`src/rtl/lbist_pkg.sv`:
```
package lbist_pkg;

    typedef enum logic [1:0] {
        ST_IDLE = 2'd0,
        ST_RUN  = 2'd1,
        ST_DONE = 2'd2
    } lbist_state_e;

endpackage

```
`src/rtl/lbist_patgen.sv`:
```
// Pseudo-random stimulus source: a right-shifting register whose new top
// bit is the XOR of the tapped stages.
module lbist_patgen #(
    parameter int               W    = 4,
    parameter logic [W-1:0]     TAPS = 4'b0011,
    parameter logic [W-1:0]     SEED = 4'b0001
) (
    input  logic         clk,
    input  logic         rst,
    input  logic         load,
    input  logic         step,
    output logic [W-1:0] pat
);

    typedef struct packed {
        logic [W-1:0] pat;
    } pg_state_t;

    pg_state_t    r_d, r_q;
    logic [W-1:0] tap_bits;
    logic         fb;

    for (genvar g = 0; g < W; g++) begin : g_tap
        assign tap_bits[g] = TAPS[g] & r_q.pat[g];
    end

    assign fb = ^tap_bits;

    always_comb begin
        r_d = r_q;
        if (load) begin
            r_d.pat = SEED;
        end else if (step) begin
            r_d.pat = {fb, r_q.pat[W-1:1]};
        end
    end

    always_ff @(posedge clk) begin
        if (rst) begin
            r_q.pat <= SEED;
        end else begin
            r_q <= r_d;
        end
    end

    assign pat = r_q.pat;

    // a maximal-length generator never lands on all zeros
    p_never_zero_r3: assert property (@(posedge clk) disable iff (rst)
        pat != '0);

    // an accepted start always restarts from the seed
    p_seed_load_r4: assert property (@(posedge clk) disable iff (rst)
        load |=> pat == SEED);

    // the pattern only moves while a run is stepping it
    p_hold_idle_r3: assert property (@(posedge clk) disable iff (rst)
        (!load && !step) |=> $stable(pat));

endmodule

```
`src/rtl/lbist_sigreg.sv`:
```
// Serial signature register: shifts the response stream in and reduces it
// by the feedback polynomial, leaving the division remainder.
module lbist_sigreg #(
    parameter int           W    = 4,
    parameter logic [W-1:0] POLY = 4'b0011   // low coefficients, x^W implied
) (
    input  logic         clk,
    input  logic         rst,
    input  logic         clr,
    input  logic         shift,
    input  logic         din,
    output logic [W-1:0] sig_nxt
);

    typedef struct packed {
        logic [W-1:0] sig;
    } sr_state_t;

    sr_state_t    r_d, r_q;
    logic [W-1:0] div_bits;
    logic         carry;

    assign carry = r_q.sig[W-1];

    for (genvar g = 0; g < W; g++) begin : g_stage
        if (g == 0) begin : g_first
            assign div_bits[g] = din ^ (POLY[g] & carry);
        end else begin : g_rest
            assign div_bits[g] = r_q.sig[g-1] ^ (POLY[g] & carry);
        end
    end

    always_comb begin
        r_d = r_q;
        if (clr) begin
            r_d.sig = '0;
        end else if (shift) begin
            r_d.sig = div_bits;
        end
    end

    always_ff @(posedge clk) begin
        if (rst) begin
            r_q.sig <= '0;
        end else begin
            r_q <= r_d;
        end
    end

    assign sig_nxt = div_bits;

    // compaction starts from an empty remainder
    p_clear_r6: assert property (@(posedge clk) disable iff (rst)
        clr |=> r_q.sig == '0);

    // nothing is absorbed outside the pattern window
    p_hold_r6: assert property (@(posedge clk) disable iff (rst)
        (!clr && !shift) |=> $stable(r_q.sig));

endmodule

```
`src/rtl/lbist_fsm.sv`:
```
// Sequencer: idle -> run for N_PAT cycles -> done (compare latched).
module lbist_fsm
    import lbist_pkg::*;
#(
    parameter int N_PAT = 15
) (
    input  logic clk,
    input  logic rst,
    input  logic start,
    input  logic match,
    output logic run,
    output logic load,
    output logic done,
    output logic good
);

    localparam int                CNT_W = (N_PAT > 1) ? $clog2(N_PAT) : 1;
    localparam logic [CNT_W-1:0]  LAST  = CNT_W'(N_PAT - 1);

    typedef struct packed {
        lbist_state_e     state;
        logic [CNT_W-1:0] cnt;
        logic             done;
        logic             good;
    } fsm_state_t;

    fsm_state_t r_d, r_q;

    always_comb begin
        r_d  = r_q;
        load = 1'b0;
        unique case (r_q.state)
            ST_IDLE, ST_DONE: begin
                if (start) begin
                    load      = 1'b1;
                    r_d.state = ST_RUN;
                    r_d.cnt   = '0;
                    r_d.done  = 1'b0;
                    r_d.good  = 1'b0;
                end
            end
            ST_RUN: begin
                if (r_q.cnt == LAST) begin
                    r_d.state = ST_DONE;
                    r_d.done  = 1'b1;
                    r_d.good  = match;
                end else begin
                    r_d.cnt = r_q.cnt + 1'b1;
                end
            end
            default: begin
                r_d.state = ST_IDLE;
            end
        endcase
    end

    always_ff @(posedge clk) begin
        if (rst) begin
            r_q.state <= ST_IDLE;
            r_q.cnt   <= '0;
            r_q.done  <= 1'b0;
            r_q.good  <= 1'b0;
        end else begin
            r_q <= r_d;
        end
    end

    assign run  = (r_q.state == ST_RUN);
    assign done = r_q.done;
    assign good = r_q.good;

    // stimulus phase and completion never overlap
    p_exclusive_r5: assert property (@(posedge clk) disable iff (rst)
        !(run && done));

    // completion is only ever reached from the pattern phase
    p_done_after_run_r5: assert property (@(posedge clk) disable iff (rst)
        $rose(done) |-> $past(run));

    // a pass is reported only alongside completion
    p_good_in_done_r7: assert property (@(posedge clk) disable iff (rst)
        good |-> done);

    // completion holds until a new start
    p_done_sticky_r8: assert property (@(posedge clk) disable iff (rst)
        (done && !start) |=> done);

    // start during a run does not end or restart it early
    p_start_ignored_r9: assert property (@(posedge clk) disable iff (rst)
        (run && start && r_q.cnt != LAST) |=> (run && !load));

endmodule

```
`src/rtl/lbist_ctrl.sv`:
```
module lbist_ctrl #(
    parameter int                 PAT_W    = 4,
    parameter logic [PAT_W-1:0]   PAT_TAPS = 4'b0011,
    parameter logic [PAT_W-1:0]   PAT_SEED = 4'b0001,
    parameter int                 SIG_W    = 4,
    parameter logic [SIG_W-1:0]   SIG_POLY = 4'b0011,
    parameter int                 N_PAT    = (2 ** PAT_W) - 1,
    parameter logic [SIG_W-1:0]   GOLDEN   = '0
) (
    input  logic             clk,
    input  logic             rst,
    input  logic             start,
    input  logic [PAT_W-1:0] sys_in,
    input  logic             cut_out,
    output logic [PAT_W-1:0] cut_in,
    output logic             bist_on,
    output logic             bist_done,
    output logic             bist_good
);

    logic             run;
    logic             load;
    logic             match;
    logic [PAT_W-1:0] pat;
    logic [SIG_W-1:0] sig_nxt;

    lbist_fsm #(
        .N_PAT (N_PAT)
    ) u_fsm (
        .clk   (clk),
        .rst   (rst),
        .start (start),
        .match (match),
        .run   (run),
        .load  (load),
        .done  (bist_done),
        .good  (bist_good)
    );

    lbist_patgen #(
        .W    (PAT_W),
        .TAPS (PAT_TAPS),
        .SEED (PAT_SEED)
    ) u_pat (
        .clk  (clk),
        .rst  (rst),
        .load (load),
        .step (run),
        .pat  (pat)
    );

    lbist_sigreg #(
        .W    (SIG_W),
        .POLY (SIG_POLY)
    ) u_sig (
        .clk     (clk),
        .rst     (rst),
        .clr     (load),
        .shift   (run),
        .din     (cut_out),
        .sig_nxt (sig_nxt)
    );

    assign match = (sig_nxt == GOLDEN);

    always_comb begin
        cut_in = sys_in;
        if (run) begin
            cut_in = pat;
        end
    end

    assign bist_on = run;

    // the verdict does not drift while the result is being held
    p_good_stable_r7: assert property (@(posedge clk) disable iff (rst)
        (bist_done && !start) |=> $stable(bist_good));

    // a start taken while done begins a new stimulus phase
    p_restart_r8: assert property (@(posedge clk) disable iff (rst)
        (bist_done && start) |=> (bist_on && !bist_done));

endmodule

```
`config.mk`:
```
export PLATFORM = sky130hd
export DESIGN_NAME = lbist_ctrl
export DESIGN_NICKNAME = d
export VERILOG_FILES = /design/src/rtl/lbist_pkg.sv /design/src/rtl/lbist_patgen.sv /design/src/rtl/lbist_sigreg.sv /design/src/rtl/lbist_fsm.sv /design/src/rtl/lbist_ctrl.sv
export SDC_FILE = /design/constraint.sdc
export NUM_CORES = 1
export LEC_CHECK = 0
export ABC_AREA = 1
export CAP_MARGIN = 10
export CORE_UTILIZATION = 35
export CTS_BUF_LIST = sky130_fd_sc_hd__clkbuf_2 sky130_fd_sc_hd__clkbuf_4 sky130_fd_sc_hd__clkbuf_8
export DETAILED_ROUTE_END_ITERATION = 7
export HOLD_SLACK_MARGIN = 0.03
export SYNTH_ARGS = -nofsm -noshare
export SYNTH_HDL_FRONTEND = slang
export SYNTH_HIERARCHICAL = 1
export SYNTH_SLANG_ARGS = --single-unit
```
`constraint.sdc`:
```
create_clock -name clk -period 1.52 [get_ports clk]
set_input_delay 0.152 -clock clk [delete_from_list [all_inputs] [get_ports clk]]
set_output_delay 0.152 -clock clk [all_outputs]
set_load 0.02 [all_outputs]
```
Yosys cells after proc, flatten, opt, wreduce, memory -nomap -nowiden
Index checks and enable logic that the tools add are counted.
{"block": "totals", "word_cells": 33, "regBits": 16}
{"block": "classes", "n_addsub": 1, "n_reduce_logical": 9, "n_eq_ne": 6, "mux": 9, "bitwise": 2}
{"op": "$pmux W6 S2", "count": 1}
{"op": "$mux W4", "count": 2}
{"op": "$mux W8", "count": 1}
{"op": "$reduce_and A3 Y1", "count": 2}
{"op": "$add A4 B1 Y4 const B", "count": 1}
{"op": "$eq A4 B4 Y1 const B", "count": 1}
{"op": "$logic_not A4 Y1", "count": 1}
{"op": "$mux W2", "count": 2}
{"op": "$ne A2 B2 Y1 const B", "count": 2}
{"op": "$pmux W2 S2", "count": 1}
{"op": "$reduce_or A2 Y1", "count": 2}
{"op": "$reduce_xor A4 Y1", "count": 1}
{"op": "$eq A2 B1 Y1 const B", "count": 1}
{"op": "$eq A2 B2 Y1 const B", "count": 1}
{"op": "$logic_not A2 Y1", "count": 1}
{"op": "$mux W1", "count": 2}
{"op": "$ne A2 B1 Y1 const B", "count": 1}
{"op": "$reduce_and A2 Y1", "count": 1}
{"op": "$reduce_bool A2 Y1", "count": 1}
{"op": "$xor A1 B1 Y1", "count": 2}

Longest topological paths before layout
Gate-level depths: netlist (run 1).
{"block": "depth", "ltp_word": 4, "ltp_mapped": 8, "mapped_depth_nobuf": 8}

Hierarchy
Netlist (run 1), hierarchy kept.
{"module": "lbist_fsm", "cells_each": 58, "area_per_inst_um2": 402.9, "seq_area_each_um2": 160.2, "instances": 1}
{"module": "lbist_sigreg", "cells_each": 35, "area_per_inst_um2": 211.5, "seq_area_each_um2": 80.1, "instances": 1}
{"module": "lbist_patgen", "cells_each": 26, "area_per_inst_um2": 168.9, "seq_area_each_um2": 80.1, "instances": 1}
{"module": "lbist_ctrl", "cells_each": 19, "area_per_inst_um2": 76.3, "seq_area_each_um2": 0.0, "instances": 1}

Worst setup path before layout (run 1)
No wires, ideal clock.
{"block": "synth_timing", "path_type": "flip-flop to output port", "start": "register u_fsm/r_q[6] in the netlist's numbering", "end": "output port cut_in[0]", "stages_incl_launch_ff": 4, "t_arrival_ns": 1.141, "path_slack_ns": 0.227, "n_path_buf": 0, "path_cell_list": "dfxtp_1 inv_1 nor2_4 o21ai_0"}
{"block": "synth_via", "elab_chain_len": 2}
{"element": "start, declared", "line_no": "lbist_fsm.sv:27", "text": "fsm_state_t r_d, r_q;"}
{"element": "start signal, assigned", "line_no": "lbist_fsm.sv:64", "text": "r_q <= r_d;"}
{"element": "$eq A2 B1 Y1", "line_no": "lbist_fsm.sv:68", "text": "assign run = (r_q.state == ST_RUN);"}
{"element": "named net bist_on", "line_no": "lbist_ctrl.sv:16", "text": "output logic bist_on,"}
{"element": "$mux W4", "line_no": "lbist_ctrl.sv:68", "text": "if (run) begin"}
{"element": "end, declared", "line_no": "lbist_ctrl.sv:15", "text": "output logic [PAT_W-1:0] cut_in,"}
The timed path passes the listed nets, and every way through them passes these cells.

Worst setup path after layout (run 1)
{"block": "layout_timing", "start": "register u_fsm/r_q[6] in the netlist's numbering", "end": "output port bist_on"}
{"block": "layout_via", "elab_chain_len": 1}
{"element": "$eq A2 B1 Y1", "line_no": "lbist_fsm.sv:68"}
{"element": "end, declared", "line_no": "lbist_ctrl.sv:16"}
No other way between the ends.

==> results by group, run 1 <==
Run
  • Max Cap Viol: 0

Power and ir drop
  • Leak pwr: 0.537 nW
  • PD cells: around 810 mW/mm2
  • IR drop worst, VDD: 0.494 mV

Timing
  • Tcrit/Tclk final: 0.931
  • Final Hold Vio Count: 0
  • RSZ-0062 raised after global routing: false
  • Skew final: 0.00494 ns
  • Max Slew Vio Count: 0
  • Smallest setup slack after layout: 0.105 ns
  • Worst Tran Pin Value: 0.280 ns
  • Final setup violation count: 0
  • Slew margin rel.: 0.813
  • Minimum clock period: around 1.4 ns
  • Maximum achievable frequency: 707 MHz

Cells and area
  • NumNets Final: 174
  • Synthesis-to-layout area growth: 29.1%
  • Final Instance Area: 0.00111 mm2
  • Layout cells sized above 1: 0.160
  • Non-filler cells, final: 191
  • Diode count: 0
  • FILL cells: 244

Routing
  • Drt wl/cell: 9.30 um
  • Vias per cell: 4.46
  • Iteration-0 DRC Markers: 8
  • Final WL: 1.78 mm
  • Routed Antenna Nets: 0
  • DRC: 0
  • Drt first pass iters: 4
  • Via count: 852

Synth
  • Area of the mapped netlist: 860 um2
  • Distinct cells, synth: 15
  • Syn. warnings: 6
  • Adder-cell share of the synthesized area: 0.0291
  • Yosys top cell by area: dfxtp_1
  • Area fraction in and, or, nand and nor cells after synthesis: 0.358
  • Share of flip-flops with an asynchronous set or reset: 0
  • Area contributors post-synth: dfxtp_1, nand2_1, inv_1, nor2_1, a21oi_1
  • Compound-cell area share of the yosys netlist: 0.0830
  • Mux share of post-synthesis cell area: 0
  • Top_reg_cell synth: dfxtp_1
  • Synthesized Nets: 148
  • Top cell type's share of synthesized area: 0.373
  • Syn_area_per_cell: about 6.2 um2
  • Post-synth EDFFs: 0
  • Largest family of logic cells by synthesized area: simple AND/OR/NAND/NOR gates
  • Synthesized-area fraction occupied by xor and xnor cells: 0
  • Register area share after synthesis: 0.373
  • Synth Register Bits: 16
  • Post-Syn Instances: between 100 and 150

Clock tree
  • Clock Sinks: 16
  • Hold buffer count at cts: 0
  • H-tree depth: 1
  • Clock tree buffer depth: 2
  • CTS tree: yes
  • Root Buffer: clkbuf_4
  • Total CTS buffers: 3
  • Clock-pin transition on the worst setup and hold timing paths: 0.10 ns
  • Latest clock arrival within the worst-skew pair: 0.29 ns

Floorplan
  • Die Footprint: 0.00266 mm2
  • Initial core utilization: 0.381
  • # IOs: 15
  • Core Area: between 0.002 and 0.0025 mm2
  • Row Count: 17
  • Chip height: 51.6 um
  • DIE WIDTH: 51.6 um

Global routing
  • Vias in the first global route: about 730
  • Overall Global Routing Usage: 0.160
  • GRT Residual Overflow: 0
  • First-pass GRT wire length: between 3 and 4 mm
  • Initial antenna violation count: 0
  • Largest net degree at the start of global routing: 10

Worst hold path
  • Worst Hold Class: reg -> reg

Placed design
  • Post-DP HPWL: 1.32 mm
  • Area after DPL: between 0.001 and 0.0015 mm2
  • Gpl congestion: 0.775
  • I/O Buffers: 14
  • Dpl ws: -0.0627 ns
  • Dpl cells: 183

Worst setup path
  • Crit end category: output pin
  • Worst setup SP type: register
  • Crit Path Max Fanout: 6
  • CP required: 1.37 ns
  • Worst Path Arrival: 1.26 ns
  • Worst setup path class: reg -> out

Run status
  • Status: complete, no violations
[metal layers]
| metal | vias to the layer above | part of all wire | global-route usage |
|---|---|---|---|
| met3 | 5 | 0.039 | 0.0263 |
| met1 | 370 | 0.48 | 0.197 |
| met5 | - | 0 | 0 |
| met2 | 14 | 0.46 | 0.266 |
| li1 | 463 | - | - |
| met4 | 0 | 0.023 | 0.0811 |
[report_power, final]
part | internal (mW) | total [mW] | switching [mW]
Combinational | 0.0767 | 0.177 | 0.100
Clock | 0.146 | 0.286 | 0.140
Sequential | 0.431 | 0.440 | 0.00914
[cell usage after synthesis (2+ instances only)]
cell type / number
ha_1: 2
nand4_1: 3
a21oi_1: 8
inv_1: 31
nor2_1: 17
nand2_2: 3
dfxtp_1: 16
o21ai_0: 5
nand2_1: 40
nand3_1: 7
buf_4: 2
[state kept, by name (all words and copies together) (netlist names)]
name and flops:
u_fsm/r_q 6, u_pat/pat 4, u_sig/r_q 4, u_fsm/done 1, u_fsm/good 1
[what timing repair did]
action / in CTS / in global routing
pin swaps: 1 / 1
gates cloned: 1 / 0
setup endpoints to repair: 5 / 5
buffers inserted: 3 / 0
hold endpoints to repair: 0 / 0
resized for setup: 17 / 8
[cell usage in the layout, fill, tap and decap left out]
master / synthesis / routed
nand2_1: 40 / 40
inv_1: 31 / 30
nor2_1: 17 / 17
dfxtp_1: 16 / 15
clkdlybuf4s50_1: 0 / 9
buf_4: 2 / 8
a21oi_1: 8 / 8
nand3_1: 7 / 7
o21ai_0: 5 / 5
clkbuf_4: 0 / 3
buf_2: 0 / 3
nand2_2: 3 / 3
nand4_1: 3 / 3
nor2_4: 1 / 2
inv_2: 1 / 2
ha_1: 2 / 2
clkbuf_8: 0 / 1
clkdlybuf4s15_2: 0 / 1
clkbuf_2: 0 / 1
nand3_2: 1 / 1
a31oi_1: 1 / 1
dfxtp_2: 0 / 1
[worst paths after layout]
path,start,endpoint,slack (ns),depth (start not counted)
worst max-delay path,u_fsm/r_q[6],bist_on,0.11,4
worst min-delay path,u_pat/pat[2],u_pat/pat[1],0.48,2
worst max register to register,u_fsm/r_q[2],u_fsm/r_q[2],0.22,8
worst min register to register,u_pat/pat[2],u_pat/pat[1],0.48,2
[kinds of logic after synthesis]
family | after synthesis
AND/OR/NAND/NOR | 72
buffers and inverters | 34
flip-flops | 16
AO/OA/AOI/OAI | 14
adder cells (fa/ha/maj) | 2
[final cells by class]
cell class                 count  area [um2]  area share
timing repair buffer          22         181       0.163
inverter                      32         120       0.108
clock buffer                   4        36.3      0.0327
tap                           28        35.0      0.0316
multi-input combinational     89         415       0.374
sequential                    16         322       0.290
[worst max-delay path: stages (launching register included)]
cell and delay, ns:
dfxtp_1 0.35, inv_2 0.07, nor2_4 0.15, buf_4 0.14, clkdlybuf4s15_2 0.25
[metrics by stage]
step / power [mW] / hold WS (ns) / setup TNS, ns / util
after floorplan: 0.546 / 0.221 / 0 / -
after global placement: 0.619 / 0.464 / -0.0648 / 0.469
after detailed placement: 0.623 / 0.469 / -0.196 / 0.469
after CTS: 0.923 / 0.483 / -0.0789 / 0.500
after global routing: 0.960 / 0.512 / 0 / 0.492
final: 0.903 / 0.481 / 0 / 0.492
Note: power is estimated with default switching activity, not from simulation.
==> run 2: changes to the inputs <==
- SKIP_LAST_GASP: unset -> 1
==> results by group, run 2 (synthesized netlist as in run 1, its figures left out) <==
Global routing
  • First-pass GRT wire length: 3.13 mm (unchanged)
  • GRT Residual Overflow: 0 (unchanged)
  • Overall Global Routing Usage: 0.160 (unchanged)
  • Largest net degree at the start of global routing: 10 (unchanged)
  • Vias in the first global route: 733 (unchanged)
  • Initial antenna violation count: 0 (unchanged)

Worst setup path
  • Crit Path Max Fanout: 6 (unchanged)
  • Cell family with most CP delay: flip-flops
  • Worst Path Arrival: 1.28 ns (+0.02 ns)
  • Crit path depth: 3 (-1)
  • Slowest cell on crit path: dfxtp_1
  • R2R cell count: 8 (unchanged)
  • Slowest cell delay on critical path: 0.39 ns (+0.04 ns)
  • CP required: 1.37 ns (about the same)
  • FF-to-FF setup slack: 0.22 ns (about the same)
  • Worst setup SP type: register
  • Worst-path cell chain: nor2_4 -> buf_4 -> clkdlybuf4s15_2
  • CP bufs+invs: 2 (-1)
  • Crit end category: output pin
  • Worst setup path class: reg -> out

Power and ir drop
  • IR drop worst, VDD: 0.494 mV (about the same)
  • PD cells: 815 mW/mm2 (+0.11%)
  • Leak pwr: 0.537 nW (about the same)

Routing
  • Routed Antenna Nets: 0 (unchanged)
  • DRC: 0 (unchanged)
  • Iteration-0 DRC Markers: 8 (unchanged)
  • Drt wl/cell: 9.30 um (unchanged)
  • Vias per cell: 4.46 (unchanged)
  • Drt first pass iters: 4 (unchanged)
  • Via count: 852 (unchanged)
  • Final WL: 1.78 mm (unchanged)

Clock tree
  • Clock-pin transition on the worst setup and hold timing paths: 0.10 ns (about the same)
  • Root Buffer: clkbuf_4
  • Clock tree buffer depth: 2 (unchanged)
  • CTS tree: yes
  • Total CTS buffers: 3 (unchanged)
  • H-tree depth: 1 (unchanged)
  • Clock Sinks: 16 (unchanged)
  • Latest clock arrival within the worst-skew pair: 0.29 ns (about the same)
  • Hold buffer count at cts: 0 (unchanged)

Floorplan
  • Core Area: 0.00225 mm2 (unchanged)
  • DIE WIDTH: 51.6 um (unchanged)
  • Row Count: 17 (unchanged)
  • Initial core utilization: 0.381 (unchanged)
  • Die Footprint: 0.00266 mm2 (unchanged)
  • Chip height: 51.6 um (unchanged)
  • # IOs: 15 (unchanged)

Cells and area
  • Commonest non-fill, non-tap cell in the layout: nand2_1
  • Post-layout util: 0.492 (-0.000555)
  • Largest registers: u_fsm/r_q: 6 flops, u_pat/pat: 4 flops, u_sig/r_q: 4 flops
  • Max FFs per register: 6 (unchanged)
  • NumNets Final: 174 (unchanged)
  • Synthesis-to-layout area growth: 29.0%
  • Diode count: 0 (unchanged)
  • Most frequent cells in the layout: nand2_1, inv_1, nor2_1, dfxtp_1, clkdlybuf4s50_1
  • Layout cells sized above 1: 0.153 (-0.00613)
  • Largest Register: u_fsm/r_q

Timing
  • Smallest setup slack after layout: 0.0928 ns (-0.0123 ns)
  • Worst Tran Pin Value: 0.280 ns (unchanged)
  • Tcrit/Tclk final: 0.939 (+0.00812)
  • Minimum clock period: 1.43 ns (+0.0123 ns)
  • Slew margin rel.: 0.813 (unchanged)
  • Skew final: 0.00494 ns (unchanged)
  • RSZ-0062 raised after global routing: true
  • Final setup violation count: 0 (unchanged)
  • Maximum achievable frequency: 701 MHz (-0.86%)
  • Final Hold Vio Count: 0 (unchanged)
  • Max Slew Vio Count: 0 (unchanged)

Run
  • Max Cap Viol: 0 (unchanged)

Placed design
  • Post-DP HPWL: 1.32 mm (unchanged)
  • I/O Buffers: 14 (unchanged)
  • Gpl congestion: 0.775 (unchanged)
  • Dpl ws: -0.0627 ns (unchanged)

Worst hold path
  • Worst Hold Class: reg -> reg
  • Hold-critical path depth: 2 (unchanged)

Run status
  • Status: complete, no violations
## run 2: power by group
| group | internal [mW] | switching (mW) | total, mW |
|---|---|---|---|
| logic | 0.0766 | 0.100 | 0.177 |
| registers | 0.431 | 0.00914 | 0.440 |
| clock network | 0.146 | 0.140 | 0.286 |
## run 2: repair_timing
item,CTS,global route
buffers inserted,3,0
gates cloned,1,0
setup endpoints to repair,5,5
resized for setup,16,8
pin swaps,1,1
## run 2: worst reg2reg max path, cell delays in order, from the launching register on
cell	delay [ns]
dfxtp_1	0.39
inv_1	0.10
ha_1	0.21
nand3_2	0.10
nand2_2	0.07
nand2_2	0.12
inv_1	0.08
nand3_1	0.07
nand2_1	0.06
## run 2: worst paths after layout
check                     from      endpoint
hold reg to reg   u_pat/pat[2]  u_pat/pat[1]
hold / removal    u_pat/pat[2]  u_pat/pat[1]
setup reg to reg  u_fsm/r_q[2]  u_fsm/r_q[2]
setup / recovery  u_fsm/r_q[7]       bist_on
## run 2: cell type report
type	count	area, um2
clock buffer	4	36.3
fill	243	1150
inverter	32	120
multi-input combinational	89	415
sequential	16	320
tap	28	35.0
timing repair buffer	22	181
## run 2: layer usage
metal | wire [um] | vias to the layer above | GRT usage | share of wire
met4 | 41 | 0 | 0.0811 | 0.023
met3 | 70 | 5 | 0.0263 | 0.039
met1 | 849 | 370 | 0.197 | 0.48
met5 | 0 | - | 0 | 0
met2 | 815 | 14 | 0.266 | 0.46
li1 | - | 463 | - | -
## run 2: stage by stage
step	power (mW)	setup TNS, ns	instances	instance area [um2]	hold WS [ns]
global route	0.960	-0.0146	191	1110	0.512
floorplan	0.546	0	138	860	0.221
CTS	0.923	-0.0996	191	1130	0.483
global placement	0.619	-0.0648	183	1060	0.464
detailed placement	0.623	-0.196	183	1060	0.469
finish	0.903	0	191	1110	0.481
==> run 3: changes to the inputs <==
- CTS_CLUSTER_SIZE: unset -> 24
==> results of run 3 <==
Same layout as run 2: the final DEF is identical, and so are final timing and power.
